===== src/rtl/dag_pkg.sv =====
package dag_pkg;
  localparam int DW    = 16;
  localparam int NREG  = 4;
  localparam int IW    = $clog2(NREG);
  localparam int ABITS = 14;

  typedef enum logic [1:0] {
    GRP_I    = 2'd0,
    GRP_M    = 2'd1,
    GRP_L    = 2'd2,
    GRP_NONE = 2'd3
  } grp_e;

  // Fill every bit below the highest set bit: gives 2^k-1 covering v.
  function automatic logic [DW-1:0] smear(input logic [DW-1:0] v);
    logic [DW-1:0] r;
    r = v;
    for (int s = 1; s < DW; s = s * 2) r = r | (r >> s);
    return r;
  endfunction
endpackage


===== src/rtl/dag_regfile.sv =====
module dag_regfile
  import dag_pkg::*;
#(
  parameter int N = NREG,
  parameter int W = DW,
  localparam int XW = $clog2(N)
) (
  input  logic               clk,
  input  logic               rst_n,
  input  logic               wr_en,
  input  logic [1:0]         wr_grp,
  input  logic [XW-1:0]      wr_idx,
  input  logic [W-1:0]       wr_data,
  input  logic               upd_en,
  input  logic [XW-1:0]      upd_idx,
  input  logic [W-1:0]       upd_val,
  output logic [N-1:0][W-1:0] i_q,
  output logic [N-1:0][W-1:0] m_q,
  output logic [N-1:0][W-1:0] l_q
);
  grp_e grp;
  assign grp = grp_e'(wr_grp);

  for (genvar k = 0; k < N; k++) begin : g_reg
    logic hit_i, hit_m, hit_l;
    assign hit_i = wr_en && (grp == GRP_I) && (wr_idx == XW'(k));
    assign hit_m = wr_en && (grp == GRP_M) && (wr_idx == XW'(k));
    assign hit_l = wr_en && (grp == GRP_L) && (wr_idx == XW'(k));

    always_ff @(posedge clk) begin
      if (!rst_n) begin
        i_q[k] <= '0;
        m_q[k] <= '0;
        l_q[k] <= '0;
      end else begin
        if (hit_i)                              i_q[k] <= wr_data;
        else if (upd_en && upd_idx == XW'(k))   i_q[k] <= upd_val;
        if (hit_m) m_q[k] <= wr_data;
        if (hit_l) l_q[k] <= wr_data;
      end
    end
  end


  idx_hold_chk: assert property (@(posedge clk) disable iff (!rst_n)
    (!(wr_en && grp == GRP_I) && !upd_en) |=> $stable(i_q));


  wr_priority_chk: assert property (@(posedge clk) disable iff (!rst_n)
    (wr_en && grp == GRP_I && upd_en && upd_idx == wr_idx)
      |=> (i_q[$past(wr_idx)] == $past(wr_data)));
endmodule


===== src/rtl/dag_modulo.sv =====
module dag_modulo
  import dag_pkg::*;
#(
  parameter int W = DW
) (
  input  logic         clk,
  input  logic         rst_n,
  input  logic         chk_en,
  input  logic [W-1:0] ptr,
  input  logic [W-1:0] mod,
  input  logic [W-1:0] len,
  output logic [W-1:0] nxt
);
  logic [W-1:0] mask, base, mag;
  logic [W:0]   off, sum, fold;

  assign mask = smear(len - W'(1));
  assign base = ptr & ~mask;
  assign off  = {1'b0, ptr & mask};
  assign sum  = off + {mod[W-1], mod};
  assign mag  = mod[W-1] ? (~mod + W'(1)) : mod;

  always_comb begin
    fold = sum;
    if (!mod[W-1]) begin
      if (sum >= {1'b0, len}) fold = sum - {1'b0, len};
    end else if (sum[W]) begin
      fold = sum + {1'b0, len};
    end
    if (len == '0) nxt = ptr + mod;
    else           nxt = base + fold[W-1:0];
  end


  wrap_window_chk: assert property (@(posedge clk) disable iff (!rst_n)
    (chk_en && len != '0 && mag < len)
      |-> (((nxt & ~mask) == base) && ((nxt & mask) < len)));
endmodule


===== src/rtl/dag_bitrev.sv =====
module dag_bitrev #(
  parameter int A = 14,
  parameter bit ENABLE = 1'b1
) (
  input  logic         clk,
  input  logic         rst_n,
  input  logic         rev,
  input  logic [A-1:0] a_in,
  output logic [A-1:0] a_out
);
  logic [A-1:0] mirrored;

  for (genvar k = 0; k < A; k++) begin : g_bit
    assign mirrored[k] = a_in[A-1-k];
  end

  if (ENABLE) begin : g_on
    assign a_out = rev ? mirrored : a_in;
  end else begin : g_off
    assign a_out = a_in;
  end


  rev_weight_chk: assert property (@(posedge clk) disable iff (!rst_n)
    $countones(a_out) == $countones(a_in));
endmodule


===== src/rtl/dag_mod.sv =====
module dag_mod
  import dag_pkg::*;
#(
  parameter bit BITREV_EN = 1'b1
) (
  input  logic             clk,
  input  logic             rst_n,
  input  logic             wr_en,
  input  logic [1:0]       wr_grp,
  input  logic [IW-1:0]    wr_idx,
  input  logic [DW-1:0]    wr_data,
  input  logic [1:0]       rd_grp,
  input  logic [IW-1:0]    rd_idx,
  output logic [DW-1:0]    rd_data,
  input  logic             acc_valid,
  input  logic [IW-1:0]    acc_isel,
  input  logic [IW-1:0]    acc_msel,
  input  logic             brev_en,
  output logic             addr_valid,
  output logic [ABITS-1:0] addr
);
  logic [NREG-1:0][DW-1:0] i_q, m_q, l_q;
  logic [DW-1:0] cur_i, cur_m, cur_l, nxt_i;

  assign cur_i = i_q[acc_isel];
  assign cur_m = m_q[acc_msel];
  assign cur_l = l_q[acc_isel];

  dag_regfile #(.N(NREG), .W(DW)) u_rf (
    .clk(clk), .rst_n(rst_n),
    .wr_en(wr_en), .wr_grp(wr_grp), .wr_idx(wr_idx), .wr_data(wr_data),
    .upd_en(acc_valid), .upd_idx(acc_isel), .upd_val(nxt_i),
    .i_q(i_q), .m_q(m_q), .l_q(l_q)
  );

  dag_modulo #(.W(DW)) u_mod (
    .clk(clk), .rst_n(rst_n), .chk_en(acc_valid),
    .ptr(cur_i), .mod(cur_m), .len(cur_l), .nxt(nxt_i)
  );

  dag_bitrev #(.A(ABITS), .ENABLE(BITREV_EN)) u_rev (
    .clk(clk), .rst_n(rst_n), .rev(brev_en),
    .a_in(cur_i[ABITS-1:0]), .a_out(addr)
  );

  assign addr_valid = acc_valid;

  always_comb begin
    case (grp_e'(rd_grp))
      GRP_I:   rd_data = i_q[rd_idx];
      GRP_M:   rd_data = m_q[rd_idx];
      GRP_L:   rd_data = l_q[rd_idx];
      default: rd_data = '0;
    endcase
  end


  other_ptr_chk: assert property (@(posedge clk) disable iff (!rst_n)
    (acc_valid && !(wr_en && wr_grp == 2'd0) && acc_isel != 2'd0)
      |=> $stable(i_q[0]));
endmodule


===== config.mk =====
export PLATFORM = sky130hd
export DESIGN_NAME = dag_mod
export DESIGN_NICKNAME = d
export VERILOG_FILES = /design/src/rtl/dag_pkg.sv /design/src/rtl/dag_regfile.sv /design/src/rtl/dag_modulo.sv /design/src/rtl/dag_bitrev.sv /design/src/rtl/dag_mod.sv
export SDC_FILE = /design/constraint.sdc
export NUM_CORES = 1
export LEC_CHECK = 0
export BUFFER_PORTS_ARGS = -buffer_cell sky130_fd_sc_hd__buf_2
export CORE_MARGIN = 2
export CORE_UTILIZATION = 51
export DETAILED_ROUTE_END_ITERATION = 10
export GPL_TIMING_DRIVEN = 0
export HOLD_SLACK_MARGIN = 0.15
export PLACE_DENSITY = 0.71
export REMOVE_ABC_BUFFERS = 1
export SLEW_MARGIN = 20
export SYNTH_ARGS = -nofsm -noshare
export SYNTH_HDL_FRONTEND = slang
export SYNTH_SLANG_ARGS = --single-unit

===== constraint.sdc =====
create_clock -name clk -period 14.7 [get_ports clk]
set_input_delay 2.94 -clock clk [delete_from_list [all_inputs] [get_ports clk]]
set_output_delay 2.94 -clock clk [all_outputs]
set_load 0.01 [all_outputs]

* Word level (Yosys, flattened, before mapping)
Index checks and enable logic that the tools add are counted.
W data, S select, Z words.
** Storage, ports and cells
- Register bits :: 192
- Input bits :: 33
- Output and inout bits :: 31
- Word-level logic and storage cells :: 93
** Cells by class
- Add/subtract/negate cells :: 6
- $lt $le $gt $ge :: 4
- Equality and inequality tests :: 10
- Muxes and demuxes :: 26
- Bitwise logic cells :: 7
- Reductions and logical operators :: 28
** Operators with widths (count)
- $mux W16 :: 18
- $bmux W16 S2 :: 6
- $add A16 B16 Y16 :: 3
- $pmux W16 S3 :: 1
- $and A16 B16 Y16 :: 2
- $logic_and A1 B1 Y1 :: 19
- $add A16 B17 Y17 :: 1
- $ge A17 B16 Y1 :: 1
- $logic_not A16 Y1 :: 1
- $not A16 Y16 :: 1
- $or A16 B12 Y16 :: 1
- $or A16 B14 Y16 :: 1
- $or A16 B15 Y16 :: 1
- $or A16 B8 Y16 :: 1
- $sub A16 B1 Y16 const B :: 1
- $sub A16 B16 Y16 :: 1
- $mux W14 :: 1
- $eq A2 B2 Y1 const B :: 6
- $lt A2 B3 Y1 const B :: 3
- $eq A2 B1 Y1 const B :: 4
- $logic_not A2 Y1 :: 4
- $reduce_bool A2 Y1 :: 4

* Logic depth before layout (Yosys ltp)
- Depth in word-level cells :: 16
- Depth in mapped cells :: 47
- Depth with buffers taken out :: 43

* Hierarchy
Synthesis repeated with hierarchy kept, for this count alone.
** Unflattened totals
- Cell total of the unflattened synthesis :: 1851
- Area total of the unflattened synthesis :: 15637.5 um^2
** Modules (own cells, without submodules)
- dag_regfile :: instances 1, cells an instance 994, area an instance 8250.4 um^2, sequential area each 3843.7 um^2
- dag_modulo :: instances 1, cells an instance 668, area an instance 4628.2 um^2, sequential area each 0.0 um^2
- dag_mod :: instances 1, cells an instance 174, area an instance 2590.0 um^2, sequential area each 0.0 um^2
- dag_bitrev :: instances 1, cells an instance 15, area an instance 168.9 um^2, sequential area each 0.0 um^2

* Worst setup path before layout
No wires, ideal clock.
- Path kind :: input to register
- From :: input acc_isel[0]
- To :: register u_rf.i_q[15] in the netlist's numbering
- Setup time :: 122 ps
- Arrival :: 11958 ps
- Data required time :: 14578 ps
- Setup slack :: 2620 ps
- Cell stages on the path :: 43
- Buffers on the path :: 5
- Cell sequence :: buf_1 -> clkbuf_1 -> mux4_2 -> inv_1 -> ha_1 -> nor2b_1 -> nand2b_1 -> buf_6 -> nor3_1 -> xnor2_1 -> nor3b_4 -> nand3_2 -> nand2b_4 -> nor3_4 -> a21boi_1 -> ha_1 -> fa_1 -> a211oi_1 -> [... 7 more ...] -> o21ai_0 -> o211ai_1 -> a21oi_1 -> or2_2 -> clkbuf_1 -> o221ai_1 -> a21oi_1 -> ha_1 -> and3_1 -> a221oi_1 -> o21ai_0 -> nand4_1 -> nand2_1 -> o31a_1 -> xor2_1 -> or4b_2 -> o211ai_1 -> a21oi_1
** On the way
- Longest elaborated chain between the ends :: 16
- Elaborated cells between the ends (all ways) :: 28
** RTL lines
- from (decl) :: RTL line dag_mod.sv:16 : input logic [IW-1:0] acc_isel,
- $bmux W16 S2 :: RTL line dag_mod.sv:27 : assign cur_l = l_q[acc_isel];
- $mux W16 (implied by the code) :: RTL line dag_mod.sv:27
- $sub A16 B1 Y16 :: RTL line dag_modulo.sv:17 : assign mask = smear(len - W'(1));
- $or A16 B15 Y16 :: RTL line dag_pkg.sv:18 : for (int s = 1; s < DW; s = s * 2) r = r | (r >> s);
- $or A16 B14 Y16 :: RTL line dag_pkg.sv:18
- $or A16 B12 Y16 :: RTL line dag_pkg.sv:18
- $or A16 B8 Y16 :: RTL line dag_pkg.sv:18
- $and A16 B16 Y16 :: RTL line dag_modulo.sv:19 : assign off = {1'b0, ptr & mask};
- $add A16 B17 Y17 :: RTL line dag_modulo.sv:20 : assign sum = off + {mod[W-1], mod};
- $sub A16 B16 Y16 (tied with other cells) :: RTL line dag_modulo.sv:26 : if (sum >= {1'b0, len}) fold = sum - {1'b0, len};
- $mux W16 (on tied branches) :: RTL line dag_modulo.sv:26, dag_modulo.sv:27
- $mux W16 :: RTL line dag_modulo.sv:25 : if (!mod[W-1]) begin
- $add A16 B16 Y16 :: RTL line dag_modulo.sv:31 : else nxt = base + fold[W-1:0];
- $mux W16 :: RTL line dag_modulo.sv:30 : if (len == '0) nxt = ptr + mod;
- $mux W16 :: RTL line dag_regfile.sv:37 : else if (upd_en && upd_idx == XW'(k)) i_q[k] <= upd_val;
- $mux W16 :: RTL line dag_regfile.sv:36 : if (hit_i) i_q[k] <= wr_data;
- to (signal, indexed assignment) :: RTL line dag_regfile.sv:36
- to (signal, indexed assignment) :: RTL line dag_regfile.sv:37
- to (decl) :: RTL line dag_regfile.sv:17 : output logic [N-1:0][W-1:0] i_q,
Several ways; a longest one is shown, not always the timed one. The select of a mux whose other input is x is not followed.
A chain may end at the register's enable or synchronous reset.

* Final worst setup path
- From :: input acc_isel[1]
- To :: register u_rf.i_q[31] in the netlist's numbering
Same word-level chain as after synthesis.

==> results by group <==
Min path
  – Worst hold-check path type: reg2reg

Routing
  – Drt pass-1 iters: 5
  – Post-DRT Antenna Nets: 0
  – Overall via count from detail_route: 13700
  – Via/cell ratio: 6.28
  – Drt drc: 0
  – DR WL/cell: 20.9 um
  – DR iter-0 viols: 1257
  – Routed WL: 45.5 mm

CTS
  – Worst skew pair latency: 0.43 ns
  – Clock slew at reported path FFs: 0.07 ns
  – H-tree depth: 4
  – Clk sinks: 192
  – Num CTS Buffers: 17
  – Maximum root-to-sink buffer count: 2
  – Root buf cell: clkbuf_16
  – CTS tree: built
  – Post-CTS Setup Bufs: 0

Setup path
  – Crit path max fanout: 39
  – Slowest Stage Delay on Critical Path: 0.71 ns
  – Worst Path Buf+Inv: 2
  – Arr. time, crit path: 14.21 ns
  – CP top delay family: compound AO/OA/AOI/OAI gates
  – CP required: 15.02 ns
  – R2r setup slk: 3.58 ns
  – Setup CP Type: in2reg
  – Critical path's slowest cell: mux4_2
  – CP Launch Type: primary input
  – Critical Path Sink Type: register
  – Critical Path Most Common Cell: ha_1

Timing
  – RSZ-0062 raised after global routing: false
  – Hold_ws: 0.476 ns
  – Final setup viols: 0
  – Slew HR: 0.358
  – Skew final: 0.0127 ns
  – Final period utilization: 0.945
  – Worst slew pin tran: 0.960 ns
  – Hold Fails Final Rpt: 0
  – Setup slack after layout: 0.813 ns
  – Setup TNS: 0 ns
  – Fmax: 72.0 MHz
  – Min cycle time layout: 13.89 ns
  – Pins over their slew limit: 0

Floorplan
  – Die Wd: 176 um
  – Core Region: 29400 um^2
  – Row count: 63
  – # IOs: 64
  – Die area: 31000 um^2
  – Initial Util: 0.514
  – Height of the chip: 176 um

Synth
  – Ys async rst share: 0
  – Register area share after synthesis: 0.254
  – Syn Area/Cell: 8.32 um^2
  – Synthesized cell area: 15100 um^2
  – Mapped Cells: 1815
  – Post-synth EDFFs: 0
  – Post-synthesis register bit count: 192
  – Ys Warns: 0
  – Synth cell types: 77
  – Ys flop type: dfxtp_1

GRT
  – Vias in the first global route: 13100
  – Grt ovf: 0
  – Global Route Usage Sum: 0.293
  – First-pass GRT wire length: 71.8 mm
  – Initial antenna violation count: 1
  – Largest net degree at the start of global routing: 107

Power and ir drop
  – Power Dens Cells: 89.8 nW/um^2
  – P_leak: 0.00616 uW
  – Worst VDD drop: 0.0698 mV

Placed design
  – Hpwl dp: 33.2 mm
  – Dpl ws: -0.590 ns
  – RePlAce Congestion: 0.893
  – Buffers on Ports: 63

Layout
  – # diodes: 0
  – Multi-input combinational cell area: 10600 um^2
  – Final nets: 1895
  – Synthesis-to-layout area growth: 7.25%
  – Fin util: 0.551
  – Share of layout cells above drive strength 1: 0.143
  – Commonest non-fill, non-tap cell in the layout: nand2_1
  – Most frequent cells in the layout: nand2_1 (321), dfxtp_1 (192), a21boi_0 (135)
  – Register area: 3840 um^2
  – Number of fill cells in the layout: 2635

Status
  – Outcome: completed

Run
  – Max-cap violation count: 0
## routing by layer
layer / up-vias / wire length [um] / GRT usage
met5: - / 13 / 0
met4: 2 / 1040 / 0.0937
met3: 69 / 3620 / 0.0418
met2: 607 / 21500 / 0.482
met1: 6568 / 19400 / 0.399
li1: 6446 / - / -
## final timing paths
kind,start,endpoint,depth (start not counted)
max,acc_isel[1],u_rf.i_q[31],39
min reg2reg,u_rf.m_q[33],u_rf.m_q[33],2
max reg2reg,u_rf.l_q[49],u_rf.i_q[31],38
min,u_rf.m_q[33],u_rf.m_q[33],2
## through the flow
stage,cells,area (um^2),total power [uW]
3_5_place_dp,2149,15600,978
2_1_floorplan,1683,14600,844
4_1_cts,2179,16200,1450
6_report,2179,16200,1450
5_1_grt,2179,16200,1520
3_3_place_gp,2136,15400,971
## repair_timing
| action | in CTS | in global routing |
|---|---|---|
| hold buffers | 0 | 0 |
| setup endpoints to repair | 5 | 20 |
| gates cloned | 0 | 0 |
| gates resized for setup | 2 | 5 |
## tightest hold or removal path, stage by stage (launching register included)
cell and delay, ns:
dfxtp_1 0.31, nand2_1 0.05, a21boi_0 0.06
## synth_stat cells (all sizes together), types with 7 or more instances
library cell / n / area, um^2
o211ai: 22 / 165
or3: 16 / 105
nand3: 18 / 95.1
nor2b: 56 / 350
a21o: 17 / 128
a211oi: 41 / 308
mux4: 96 / 2170
a21boi: 137 / 1030
o21ai: 62 / 310
inv: 65 / 244
a21oi: 113 / 566
o22ai: 23 / 144
a31oi: 13 / 81.3
dfxtp: 192 / 3840
nor3: 28 / 151
xnor2: 33 / 289
o21bai: 9 / 67.6
clkbuf: 109 / 409
xor2: 19 / 166
mux2i: 26 / 260
o21a: 14 / 105
buf: 23 / 119
nor4: 7 / 43.8
mux2: 13 / 146
and3: 15 / 93.8
or2: 11 / 68.8
and2: 14 / 87.6
nand2b: 16 / 108
nand2: 321 / 1200
ha: 79 / 988
nor2: 130 / 498
## cell families (layout without fill, tap and decap cells)
logic type	count (synthesis)	count (layout)	synth area share
muxes	135	135	0.171
adders and majority gates	84	84	0.0721
DFF	192	192	0.254
and+or+nand+nor	654	654	0.198
xor gates and xnor gates	52	52	0.0302
buffers and inverters	197	171	0.0511
AOI/OAI and AO/OA	501	501	0.224
## state kept, by name (all words and copies together) (netlist names)
signal and flops:
u_rf.m_q 64, u_rf.l_q 64, u_rf.i_q 64
## area by class of cell
type,instances,share of cell area
multi-input combinational,1426,0.652
sequential,192,0.237
tap,390,0.0301
timing repair buffer,76,0.0294
clock buffer,21,0.0278
inverter,65,0.0151
clock inverter,9,0.00834
## power by group
group / internal [uW] / total (uW) / switching [uW]
sequential: 535 / 546 / 10.5
clock: 271 / 472 / 201
combinational: 169 / 437 / 268
No activity file was read; power rests on OpenSTA's default activity.
